--- src/rtl/rtc_bus_pkg.sv ---
// Shared types and BCD helpers for the bus-mapped calendar clock.
// Assumes all fields are packed two-digit BCD; invalid digits are not repaired.
package rtc_bus_pkg;

    typedef struct packed {
        logic [7:0] year;
        logic [7:0] mon;
        logic [7:0] mday;
        logic [7:0] wday;
        logic [7:0] hours;
        logic [7:0] mins;
        logic [7:0] secs;
    } rtc_time_t;

    localparam rtc_time_t TIME_RST = '{year: 8'h00, mon: 8'h01, mday: 8'h01,
                                       wday: 8'h01, hours: 8'h00, mins: 8'h00,
                                       secs: 8'h00};

    // Byte index within the eight-byte window (low three address bits)
    localparam logic [2:0] FLD_CTRL = 3'd0;
    localparam logic [2:0] FLD_SEC  = 3'd1;
    localparam logic [2:0] FLD_MIN  = 3'd2;
    localparam logic [2:0] FLD_HOUR = 3'd3;
    localparam logic [2:0] FLD_MDAY = 3'd4;
    localparam logic [2:0] FLD_MON  = 3'd5;
    localparam logic [2:0] FLD_YEAR = 3'd6;
    localparam logic [2:0] FLD_WDAY = 3'd7;

    // Add one to a BCD byte (no wrap handling beyond the digit carry)
    function automatic logic [7:0] bcd_inc(input logic [7:0] v);
        if (v[3:0] == 4'd9) return {v[7:4] + 4'd1, 4'd0};
        return {v[7:4], v[3:0] + 4'd1};
    endfunction

    // Two-digit BCD year divisible by four
    function automatic logic bcd_leap(input logic [7:0] y);
        if (!y[4]) return (y[3:0] == 4'd0) || (y[3:0] == 4'd4) || (y[3:0] == 4'd8);
        return (y[3:0] == 4'd2) || (y[3:0] == 4'd6);
    endfunction

    // Last day of a month, in BCD
    function automatic logic [7:0] bcd_month_len(input logic [7:0] m, input logic [7:0] y);
        case (m)
            8'h02:                      return bcd_leap(y) ? 8'h29 : 8'h28;
            8'h04, 8'h06, 8'h09, 8'h11: return 8'h30;
            default:                    return 8'h31;
        endcase
    endfunction

    // Select one time byte by window index (control index returns zero)
    function automatic logic [7:0] field_get(input rtc_time_t t, input logic [2:0] idx);
        case (idx)
            FLD_SEC:  return t.secs;
            FLD_MIN:  return t.mins;
            FLD_HOUR: return t.hours;
            FLD_MDAY: return t.mday;
            FLD_MON:  return t.mon;
            FLD_YEAR: return t.year;
            FLD_WDAY: return t.wday;
            default:  return 8'h00;
        endcase
    endfunction

    // Replace one time byte by window index (control index leaves t unchanged)
    function automatic rtc_time_t field_put(input rtc_time_t t, input logic [2:0] idx,
                                            input logic [7:0] v);
        rtc_time_t r;
        r = t;
        case (idx)
            FLD_SEC:  r.secs  = v;
            FLD_MIN:  r.mins  = v;
            FLD_HOUR: r.hours = v;
            FLD_MDAY: r.mday  = v;
            FLD_MON:  r.mon   = v;
            FLD_YEAR: r.year  = v;
            FLD_WDAY: r.wday  = v;
            default:  r = t;
        endcase
        return r;
    endfunction

endpackage

--- src/rtl/rtc_count_chain.sv ---
// Free-running BCD calendar counters. Advances one second per tick and
// carries through minutes, hours, weekday, day of month, month and year.
// Assumes the host writes only valid BCD; a host write wins over the advance
// for the byte it targets.
module rtc_count_chain
    import rtc_bus_pkg::*;
(
    input  logic       clk,
    input  logic       rst_n,
    input  logic       tick,
    input  logic       wr_en,
    input  logic [2:0] wr_idx,
    input  logic [7:0] wr_data,
    output rtc_time_t  cnt
);

    rtc_time_t nxt;
    logic      c_sec, c_min, c_hour, c_mday, c_mon;

    // Carry chain and next count
    always_comb begin
        nxt    = cnt;
        c_sec  = tick   && (cnt.secs  == 8'h59);
        c_min  = c_sec  && (cnt.mins  == 8'h59);
        c_hour = c_min  && (cnt.hours == 8'h23);
        c_mday = c_hour && (cnt.mday  == bcd_month_len(cnt.mon, cnt.year));
        c_mon  = c_mday && (cnt.mon   == 8'h12);
        if (tick)   nxt.secs  = c_sec  ? 8'h00 : bcd_inc(cnt.secs);
        if (c_sec)  nxt.mins  = c_min  ? 8'h00 : bcd_inc(cnt.mins);
        if (c_min)  nxt.hours = c_hour ? 8'h00 : bcd_inc(cnt.hours);
        if (c_hour) nxt.wday  = (cnt.wday == 8'h07) ? 8'h01 : bcd_inc(cnt.wday);
        if (c_hour) nxt.mday  = c_mday ? 8'h01 : bcd_inc(cnt.mday);
        if (c_mday) nxt.mon   = c_mon  ? 8'h01 : bcd_inc(cnt.mon);
        if (c_mon)  nxt.year  = (cnt.year == 8'h99) ? 8'h00 : bcd_inc(cnt.year);
        if (wr_en)  nxt       = field_put(nxt, wr_idx, wr_data);
    end

    // Counter state register
    always_ff @(posedge clk) begin
        if (!rst_n) cnt <= TIME_RST;
        else        cnt <= nxt;
    end

    AST_SEC_RANGE: assert property (@(posedge clk) disable iff (!rst_n)
        (cnt.secs <= 8'h59) && (cnt.secs[3:0] <= 4'd9));
    AST_WDAY_RANGE: assert property (@(posedge clk) disable iff (!rst_n)
        (cnt.wday >= 8'h01) && (cnt.wday <= 8'h07));
    AST_MDAY_LIMIT: assert property (@(posedge clk) disable iff (!rst_n)
        (cnt.mday >= 8'h01) && (cnt.mday <= bcd_month_len(cnt.mon, cnt.year)));

endmodule

--- src/rtl/rtc_view_bank.sv ---
// Host-visible snapshot of the counters plus the control byte. Loads all
// time bytes one cycle after each tick unless the freeze bit is set.
// Assumes tick pulses are at least two cycles apart.
module rtc_view_bank
    import rtc_bus_pkg::*;
#(
    parameter int CAL_W = 6
) (
    input  logic             clk,
    input  logic             rst_n,
    input  logic             tick,
    input  rtc_time_t        cnt,
    input  logic             wr_en,
    input  logic [2:0]       wr_idx,
    input  logic [7:0]       wr_data,
    output rtc_time_t        view,
    output logic             halt,
    output logic [CAL_W-1:0] cal
);

    localparam int HALT_BIT = CAL_W;

    logic      load_due;
    rtc_time_t view_nxt;

    // Snapshot selection: counter load, then host byte override
    always_comb begin
        view_nxt = view;
        if (load_due && !halt) view_nxt = cnt;
        if (wr_en)             view_nxt = field_put(view_nxt, wr_idx, wr_data);
    end

    // Load-pending flag, snapshot and control byte registers
    always_ff @(posedge clk) begin
        if (!rst_n) begin
            load_due <= 1'b0;
            view     <= TIME_RST;
            halt     <= 1'b0;
            cal      <= '0;
        end else begin
            load_due <= tick;
            view     <= view_nxt;
            if (wr_en && (wr_idx == FLD_CTRL)) begin
                halt <= wr_data[HALT_BIT];
                cal  <= wr_data[CAL_W-1:0];
            end
        end
    end

    AST_SNAP_COPY: assert property (@(posedge clk) disable iff (!rst_n)
        (load_due && !halt && !wr_en) |=> (view == $past(cnt)));
    AST_HALT_FREEZE: assert property (@(posedge clk) disable iff (!rst_n)
        (halt && !wr_en) |=> (view == $past(view)));

endmodule

--- src/rtl/rtc_bus_clock.sv ---
// Top level: decodes the eight-byte window at the top of the address space,
// routes host writes to counters and view bank, and muxes read data.
// Assumes strobes are synchronous to clk; accesses below the window belong
// to an external memory selected through mem_cs_n.
module rtc_bus_clock
    import rtc_bus_pkg::*;
#(
    parameter int ADDR_W = 15,
    parameter int CAL_W  = 6
) (
    input  logic              clk,
    input  logic              rst_n,
    input  logic              tick_1hz,
    input  logic [ADDR_W-1:0] bus_addr,
    input  logic [7:0]        bus_wdata,
    input  logic              bus_cs_n,
    input  logic              bus_oe_n,
    input  logic              bus_we_n,
    output logic [7:0]        bus_rdata,
    output logic              bus_rdata_oe,
    output logic              mem_cs_n
);

    localparam int IDX_W = 3;
    localparam int PAD_W = 8 - CAL_W - 1;

    rtc_time_t        cnt, view;
    logic             halt;
    logic [CAL_W-1:0] cal;
    logic             in_win, wr_en;
    logic [IDX_W-1:0] idx;

    // Window decode and strobe qualification
    always_comb begin
        in_win       = &bus_addr[ADDR_W-1:IDX_W];
        idx          = bus_addr[IDX_W-1:0];
        wr_en        = !bus_cs_n && !bus_we_n && in_win;
        bus_rdata_oe = !bus_cs_n && !bus_oe_n && bus_we_n && in_win;
        mem_cs_n     = bus_cs_n || in_win;
    end

    // Read data mux
    always_comb begin
        if (idx == FLD_CTRL) bus_rdata = {{PAD_W{1'b0}}, halt, cal};
        else                 bus_rdata = field_get(view, idx);
    end

    rtc_count_chain i_chain (
        .clk     (clk),
        .rst_n   (rst_n),
        .tick    (tick_1hz),
        .wr_en   (wr_en),
        .wr_idx  (idx),
        .wr_data (bus_wdata),
        .cnt     (cnt)
    );

    rtc_view_bank #(.CAL_W(CAL_W)) i_view (
        .clk     (clk),
        .rst_n   (rst_n),
        .tick    (tick_1hz),
        .cnt     (cnt),
        .wr_en   (wr_en),
        .wr_idx  (idx),
        .wr_data (bus_wdata),
        .view    (view),
        .halt    (halt),
        .cal     (cal)
    );

    AST_MEM_EXCL: assert property (@(posedge clk) disable iff (!rst_n)
        !mem_cs_n |-> !bus_rdata_oe);
    AST_RD_STROBES: assert property (@(posedge clk) disable iff (!rst_n)
        bus_rdata_oe |-> (mem_cs_n && !bus_oe_n));

endmodule

--- config.mk ---
export PLATFORM = sky130hd
export DESIGN_NAME = rtc_bus_clock
export DESIGN_NICKNAME = d
export VERILOG_FILES = /design/src/rtl/rtc_bus_pkg.sv /design/src/rtl/rtc_count_chain.sv /design/src/rtl/rtc_view_bank.sv /design/src/rtl/rtc_bus_clock.sv
export SDC_FILE = /design/constraint.sdc
export NUM_CORES = 1
export LEC_CHECK = 0
export BUFFER_PORTS_ARGS = -buffer_cell sky130_fd_sc_hd__buf_2
export CAP_MARGIN = 20
export CORE_MARGIN = 2
export CORE_UTILIZATION = 30
export DETAILED_ROUTE_END_ITERATION = 12
export HOLD_SLACK_MARGIN = 0.1
export PLACE_DENSITY = 0.48
export RECOVER_POWER = 25
export SYNTH_ARGS = -nofsm -noshare
export SYNTH_HDL_FRONTEND = slang
export SYNTH_HIERARCHICAL = 1
export SYNTH_SLANG_ARGS = --single-unit
--- constraint.sdc ---
create_clock -name clk -period 2.85 [get_ports clk]
set_input_delay 0.57 -clock clk [delete_from_list [all_inputs] [get_ports clk]]
set_output_delay 0.57 -clock clk [all_outputs]
set_load 0.02 [all_outputs]
==> flow_summary.ini, run 1 <==
[clock_network]
clk-insertion-delay-late_ps = 430
root_buffer = clkbuf_16
tritoncts = done
clk_path_buf_depth = 2
cts_resized = 0
cts.sinks = 120
hold_buffers = 0
htree_levels = 4
cts_setup_buffers = 0
cts_inserted_buffers = 17
clk_pin_slew_ps = 60

[critical_path]
cp.required_ps = 3170
worstPathArrival_ps = 3000
r2r_end = i_chain/cnt[41]
r2r_setup_slack_ps = 170
cp_max_fo = 7
worst_setup_path_start_kind = flop
critPathKind = reg2reg
rr_worst_depth = 8
critPathCaptureType = flop
r2r-start = i_chain/cnt[16]

[synthesis]
syn_inst = 928
synthFlopType = dfxtp_1
synth.top_cells.by_area = dfxtp_1, nand2_1, a31oi_1
ys_types = 80
avgSynthCellArea_um2 = 7.78
synth_warnings = 6
synth_nets = 979
synth-async-reset-ratio_pct = 0
ys_seq_area_share_pct = 33.3
synth_top_area_share_pct = 33.3
synth_edf_count = 0
ys_ff_latch = 120
synth_top_cell_by_area = dfxtp_1
synth_area_um2 = 7220

[floorplanning]
die_area_um2 = 25300
fp.dieH_um = 159
io_pins = 39
die_w_um = 159
rows = 56
core-area_um2 = 23500
initial_core_util_pct = 30.7

[timing]
rsz0062_at_grt = false
max_freq_ghz = 0.373
finalCritPeriodShare_pct = 94.0
hold_violations = 0
relSlewSlack_pct = 59.2
slew_viol_final = 0
min_period_ps = 2680
worst_slack_ps = 170
worst_slew_pin_slew_ps = 612
hold_slack_ps = 464
finClkSkew_ps = 10.4
fin_setup_tns_ps = 0
finalSetupViolCount = 0

[global_routing]
globalRouteMet3Util_pct = 2.92
grt_pass1_vias = 6278
grt_remaining_overflow = 0
grt_usage_pct = 19.2
grt_max_degree = 57
antenna_found_initial = 0
grt_pass1_wl_um = 38000
use_met1_pct = 28.0
grt_use_met2_pct = 29.6
busiest_layer = met2

[layout]
finish.utilization_pct = 35.6
layout_common_cells = nand2_1, dfxtp_1, o21ai_0, nor2_1, a31oi_1
n_antenna_cell = 0
drive_gt1_share_pct = 13.2
area_delta_synth_final_pct = 15.9
mostFrequentLayoutCell = nand2_1
nNetsFinal = 1011

[routing]
wl_um = 24200
vias = 7025
drtIter0Drc = 635
antenna_left = 0
first_pass_iters = 5
wl_per_cell_um = 18.7
viasPerCell = 5.44
drcViolationCount = 0

[place]
place.detailed.hpwl_um = 17000
port_buffers = 38
dp_slack_ps = 145
gp_congestion = 0.825

[power]
peakVddDrop_v = 0.000409
p_per_area_nw_per_um2 = 485
leakage_nw = 2.86
power_w = 0.00406

[hold_path]
holdCritStartpoint = tick_1hz
holdPathStages = 2
worstHoldPathType = in2reg
hold_end = i_view/load_due

[status]
status = finished, final reports clean

[job]
cap_violations = 0
## critical path: stages (launching register included)
cell	delay, ps
dfxtp_1	450
ha_1	200
nor4b_1	370
and2_1	260
and3_1	320
o211ai_2	240
buf_4	220
a211o_1	250
a32o_1	260
## synthesized netlist by cell type (all sizes together) (7+ instances only)
| cell type | number |
|---|---|
| dfxtp | 120 |
| nor2 | 63 |
| a21oi | 26 |
| a31oi | 64 |
| nor2b | 17 |
| nand2b | 16 |
| inv | 23 |
| clkbuf | 31 |
| xnor2 | 7 |
| and3b | 7 |
| nand4 | 16 |
| buf | 34 |
| nand3b | 12 |
| o21ai | 86 |
| mux2 | 10 |
| mux2i | 22 |
| a211oi | 20 |
| nand2 | 167 |
| nor3 | 19 |
| nand3 | 27 |
| ha | 22 |
## per-layer routing
metal | up-vias | part of all wire [%]
met5 | - | 0
met4 | 0 | 0.88
met3 | 17 | 4.9
met2 | 191 | 45
met1 | 3353 | 49
li1 | 3464 | -
## sequential cells by signal, indices dropped and copies added, names as in the netlist
signal           flops
i_chain/cnt         56
i_view/view         56
i_view/cal           6
i_view/halt          1
i_view/load_due      1
## cell families (layout without fill, tap and decap cells)
kind of cell | Yosys count | count (layout) | synth area share, %
DFF | 120 | 120 | 33.3
adders and majority gates | 22 | 22 | 3.81
muxes | 32 | 32 | 4.87
buffers and inverters | 89 | 134 | 5.79
AOI/OAI and AO/OA | 258 | 258 | 23.2
xor gates and xnor gates | 13 | 13 | 1.58
and+or+nand+nor | 394 | 394 | 27.5
## power breakdown
part	switching, W	internal (W)
Combinational	0.000187	0.0000841
Sequential	0.0000136	0.00169
Clock	0.000866	0.00122
## through the flow
stage               std cells  instance area [um^2]
global route             1292                  8370
CTS                      1292                  8400
global placement         1260                  7830
detailed placement       1260                  7830
finish                   1292                  8370
floorplan                 928                  7220
## final cells by class
| cell class | instances | area (um^2) |
|---|---|---|
| Clock inverter | 14 | 126 |
| Timing Repair Buffer | 78 | 504 |
| Fill cell | 2475 | 15200 |
| Multi-Input combinational cell | 719 | 4410 |
| Tap cell | 319 | 399 |
| Sequential cell | 120 | 2400 |
| Inverter | 24 | 90.1 |
| Clock buffer | 18 | 439 |
## worst max-delay path by stage
| stage | startpoint | to | slack (ps) |
|---|---|---|---|
| global route | i_chain/cnt[16] | i_chain/cnt[50] | 0.5 |
| CTS | i_chain/cnt[16] | i_chain/cnt[41] | 210 |
| finish | i_chain/cnt[16] | i_chain/cnt[41] | 170 |
| floorplan | bus_addr[7] | i_chain/cnt[36] | 500 |
| global placement | bus_addr[7] | i_chain/cnt[11] | 230 |
| detailed placement | bus_addr[6] | i_chain/cnt[15] | 150 |
No activity file was read; power rests on OpenSTA's default activity.
==> run 2, diff against run 1 <==
Clock period 2.85 ns to 3.3 ns, I/O delays scaled along.
==> run 2 against run 1 <==
  * Combinational power is 15% lower
  * Non-clock buffer count is 15 lower
  * Via count is 0.20% lower
  * Total power is 12% lower
  * Sequential share of layout area is 0.46 points higher
  * Final cell count is 1.2% lower
  * Register-to-register slack better by 350 ps
  * Clock skew is 3.0 ps lower
  * Global-route usage is 0.21 points higher
  * Highest routed layer unchanged
==> flow_summary.ini, run 2 (synthesized netlist as in run 1, its figures left out) <==
[critical_path]
path_delay_family = buffers and inverters
cp.required_ps = 2640
path_common_cell = buf_2
path_buf_inv = 3
critPathCaptureType = primary output
worstPathCellList = buf_2 -> buf_4 -> mux2_4 -> a222oi_1 -> a21oi_1 -> buf_2
cpPeakStageDelay_ps = 420
cp_max_fo = 23
worst_setup_path_start_kind = input pin
slowest_stage = buf_2
critPathKind = in2out
worstPathArrival_ps = 2200

[timing]
finalCritPeriodShare_pct = 86.8
worst_slew_pin_slew_ps = 1360
hold_violations = 0
min_period_ps = 2860
finClkSkew_ps = 7.42
max_freq_ghz = 0.349
relSlewSlack_pct = 9.33
worst_slack_ps = 437
finalSetupViolCount = 0
fin_setup_tns_ps = 0
slew_viol_final = 0
rsz0062_at_grt = false

[place]
dp_slack_ps = 455
port_buffers = 38
place.detailed.hpwl_um = 16700
gp_congestion = 0.844

[clock_network]
root_buffer = clkbuf_16
cts.sinks = 120
clk_pin_slew_ps = 60
clk_path_buf_depth = 2
clk-insertion-delay-late_ps = 420
htree_levels = 4
cts_resized = 0
cts_inserted_buffers = 17
cts_setup_buffers = 0
tritoncts = done
hold_buffers = 0

[routing]
wl_per_cell_um = 19.2
drtIter0Drc = 691
antenna_left = 0
first_pass_iters = 6
drcViolationCount = 0
wl_um = 24500
viasPerCell = 5.49
vias = 7011

[status]
status = finished, final reports clean

[floorplanning]
fp.dieH_um = 159
io_pins = 39
initial_core_util_pct = 30.7
core-area_um2 = 23500
die_w_um = 159
rows = 56
die_area_um2 = 25300

[job]
cap_violations = 0

[layout]
top_regs = i_chain/cnt x56, i_view/view x56, i_view/cal x6
mostFrequentLayoutCell = nand2_1
area_delta_synth_final_pct = 14.1
layout_common_cells = nand2_1, dfxtp_1, o21ai_0, a31oi_1, nor2_1
n_antenna_cell = 0
drive_gt1_share_pct = 11.7
nNetsFinal = 996

[global_routing]
grt_max_degree = 57
grt_pass1_wl_um = 38300
grt_remaining_overflow = 0
grt_usage_pct = 19.4
grt_pass1_vias = 6385
antenna_found_initial = 0

[power]
p_per_area_nw_per_um2 = 433
leakage_nw = 2.80
peakVddDrop_v = 0.000306
power_w = 0.00357

[hold_path]
worstHoldPathType = reg2reg
## run 2: changes by cell type in the layout (fill, tap and decap cells not counted), sizes merged
cell,delta
buf,-14
clkbuf,-2
clkinv,-1
clkinvlp,-4
inv,+6
## run 2: layout make-up
type                       instances  area (um^2)
clock buffer                      17          425
multi-input combinational        719         4400
sequential                       120         2400
inverter                          24         90.1
tap                              319          399
clock inverter                    15          161
timing repair buffer              63          363
fill                            2528        15300
## run 2: metal layers
metal  vias to the layer above  wire, um  global-route usage, %
met5                         -         0                      0
met4                         0       312                   5.74
met1                      3338     12300                   29.1
met2                       214     10800                   28.5
met3                        20      1180                   2.79
li1                       3439         -                      -
## run 2: report_power, final
| group | switching (W) | internal [W] | total, W |
|---|---|---|---|
| registers | 0.0000130 | 0.00146 | 0.00147 |
| clock network | 0.000795 | 0.00107 | 0.00186 |
| logic | 0.000163 | 0.0000679 | 0.000231 |
## run 2: through the flow
stage          cell area (um^2)  hold WS, ps  cells  utilization, %
6_report                   8240          476   1277            35.0
5_1_grt                    8240          492   1277            35.0
4_1_cts                    8270          479   1277            35.1
3_5_place_dp               7680          469   1245            32.6
3_3_place_gp               7680          470   1245            32.6
2_1_floorplan              7220          443    928               -
## run 2: final timing paths
path	endpoint	start	slack [ps]	cells past startpoint
worst min register to register	i_view/view[31]	i_view/view[31]	480	2
worst max register to register	i_chain/cnt[54]	i_chain/cnt[16]	520	7
worst max-delay path	bus_rdata[5]	bus_addr[1]	440	6
worst min-delay path	i_view/view[31]	i_view/view[31]	480	2
## run 2: worst register-to-register path: stages, from the launching register on
cell      delay (ps)
dfxtp_1          440
ha_1             200
nor4b_1          370
and2_1           250
and3_1           350
o211ai_2         320
or4_1            600
a31oi_1          170
==> run 3, diff against run 2 <==
Settings changed: RECOVER_POWER 25 to 50.
==> run 3 against run 2 <==
  * Combinational power barely moved
  * Critical path depth did not move
  * Sequential share of layout area did not move
  * Routed wire length did not move
  * Design area did not move
  * Final cell count did not move
  * Hold slack barely moved
  * Non-clock buffer count did not move
  * Via count barely moved
  * Fmax did not move
  * Clock-buffer cell count did not move
  * Utilization did not move
  * Critical path type unchanged
  * Largest cell class unchanged
==> flow_summary.ini, run 3 (synthesized netlist as in run 1, its figures left out) <==
[status]
status = finished, final reports clean

[power]
p_sw_share_pct = 27.2
p_per_area_nw_per_um2 = 433
combPwrFrac_pct = 6.5
p_sw_w = 0.000971
peakVddDrop_v = 0.000306
p_clk_share_pct = 52.3
p_int_w = 0.00260
p_seq_share_pct = 41.2
leakage_nw = 2.80

[floorplanning]
initial_core_util_pct = 30.7
rows = 56
core-area_um2 = 23500
die_area_um2 = 25300
fp.dieH_um = 159
die_w_um = 159
io_pins = 39

[global_routing]
grt_usage_pct = 19.4
grt_pass1_vias = 6385
grt_pass1_wl_um = 38300
grt_max_degree = 57
grt_remaining_overflow = 0
antenna_found_initial = 0

[clock_network]
cts.sinks = 120
clk-insertion-delay-late_ps = 420
cts_setup_buffers = 0
tritoncts = done
cts_inserted_buffers = 17
root_buffer = clkbuf_16
clk_path_buf_depth = 2
cts_resized = 0
hold_buffers = 0
htree_levels = 4
clk_pin_slew_ps = 60

[critical_path]
cp_max_fo = 23
worst_setup_path_start_kind = input pin
critPathKind = in2out
cpPeakStageDelay_ps = 420
slowest_stage = buf_2
r2r_setup_slack_ps = 470
worstPathArrival_ps = 2200
worstPathCellList = buf_2 -> buf_4 -> mux2_4 -> a222oi_1 -> a21oi_1 -> buf_2
path_delay_family = buffers and inverters
critPathCaptureType = primary output
path_buf_inv = 3
cp.required_ps = 2640
path_common_cell = buf_2

[routing]
wl_um = 24500
viasPerCell = 5.49
first_pass_iters = 6
drcViolationCount = 0
drtIter0Drc = 689
wl_per_cell_um = 19.2
antenna_left = 0
vias = 7010

[layout]
n_antenna_cell = 0
nNetsFinal = 996
final_area_um2 = 8240
final_cell_count_no_fill = 1277
top_regs = i_chain/cnt x56, i_view/view x56, i_view/cal x6
area_delta_synth_final_pct = 14.1
layout_common_cells = nand2_1, dfxtp_1, o21ai_0, a31oi_1, nor2_1
drive_gt1_share_pct = 11.7
mostFrequentLayoutCell = nand2_1

[place]
placed_cell_area_um2 = 7680
gp_congestion = 0.844
port_buffers = 38
place.detailed.hpwl_um = 16700
placed_cells = 1245

[timing]
finClkSkew_ps = 7.42
worst_slew_pin_slew_ps = 1360
min_period_ps = 2860
finalCritPeriodShare_pct = 86.8
hold_violations = 0
finalSetupViolCount = 0
relSlewSlack_pct = 9.33
fin_setup_tns_ps = 0
slew_viol_final = 0
max_freq_ghz = 0.349
rsz0062_at_grt = false

[hold_path]
worstHoldPathType = reg2reg

[job]
cap_violations = 0
run 3: cell counts in the layout (fill, tap and decap cells not counted):
Identical to the previous run, type by type.
run 3: layout make-up:
class / count / area (um^2)
inverters: 24 / 90.1
well taps: 319 / 399
clock inverters: 15 / 161
repair buffers: 63 / 363
multi-input cells: 719 / 4400
flip-flops and latches: 120 / 2400
fillers: 2528 / 15300
clock buffers: 17 / 425
run 3: worst reg2reg max path, delay by kind of cell, from the launching register on:
family	cells	cell delay [ps]
simple gates	4	1620
fa+ha+maj	1	200
compound gates	2	490
flops	1	440
run 3: power by group through the flow:
stage | registers [W] | logic [W] | clock network (W)
CTS | 0.00147 | 0.000232 | 0.00190
global placement | 0.00150 | 0.000232 | 0
detailed placement | 0.00150 | 0.000231 | 0
global route | 0.00147 | 0.000252 | 0.00196
finish | 0.00147 | 0.000231 | 0.00186
floorplan | 0.00149 | 0.000132 | 0
run 3: per-stage QoR:
step / hold WS, ps / setup slack, ps / util (%) / total power [W]
6_report: 476 / 437 / 35.0 / 0.00357
2_1_floorplan: 443 / 856 / - / 0.00163
4_1_cts: 479 / 458 / 35.1 / 0.00360
3_3_place_gp: 470 / 478 / 32.6 / 0.00173
3_5_place_dp: 469 / 455 / 32.6 / 0.00173
5_1_grt: 492 / 243 / 35.0 / 0.00369
run 3: final timing paths:
| path | startpoint | endpoint | depth (start not counted) |
|---|---|---|---|
| setup / recovery | bus_addr[1] | bus_rdata[5] | 6 |
| hold / removal | i_view/view[31] | i_view/view[31] | 2 |
| setup reg to reg | i_chain/cnt[16] | i_chain/cnt[54] | 7 |
| hold reg to reg | i_view/view[31] | i_view/view[31] | 2 |
run 3: layer usage:
metal  routed length [um]  track usage, %  vias up
met4                  312            5.74        0
li1                     -               -     3439
met2                10800            28.5      214
met3                 1180            2.79       20
met1                12300            29.1     3337
met5                    0               0        -
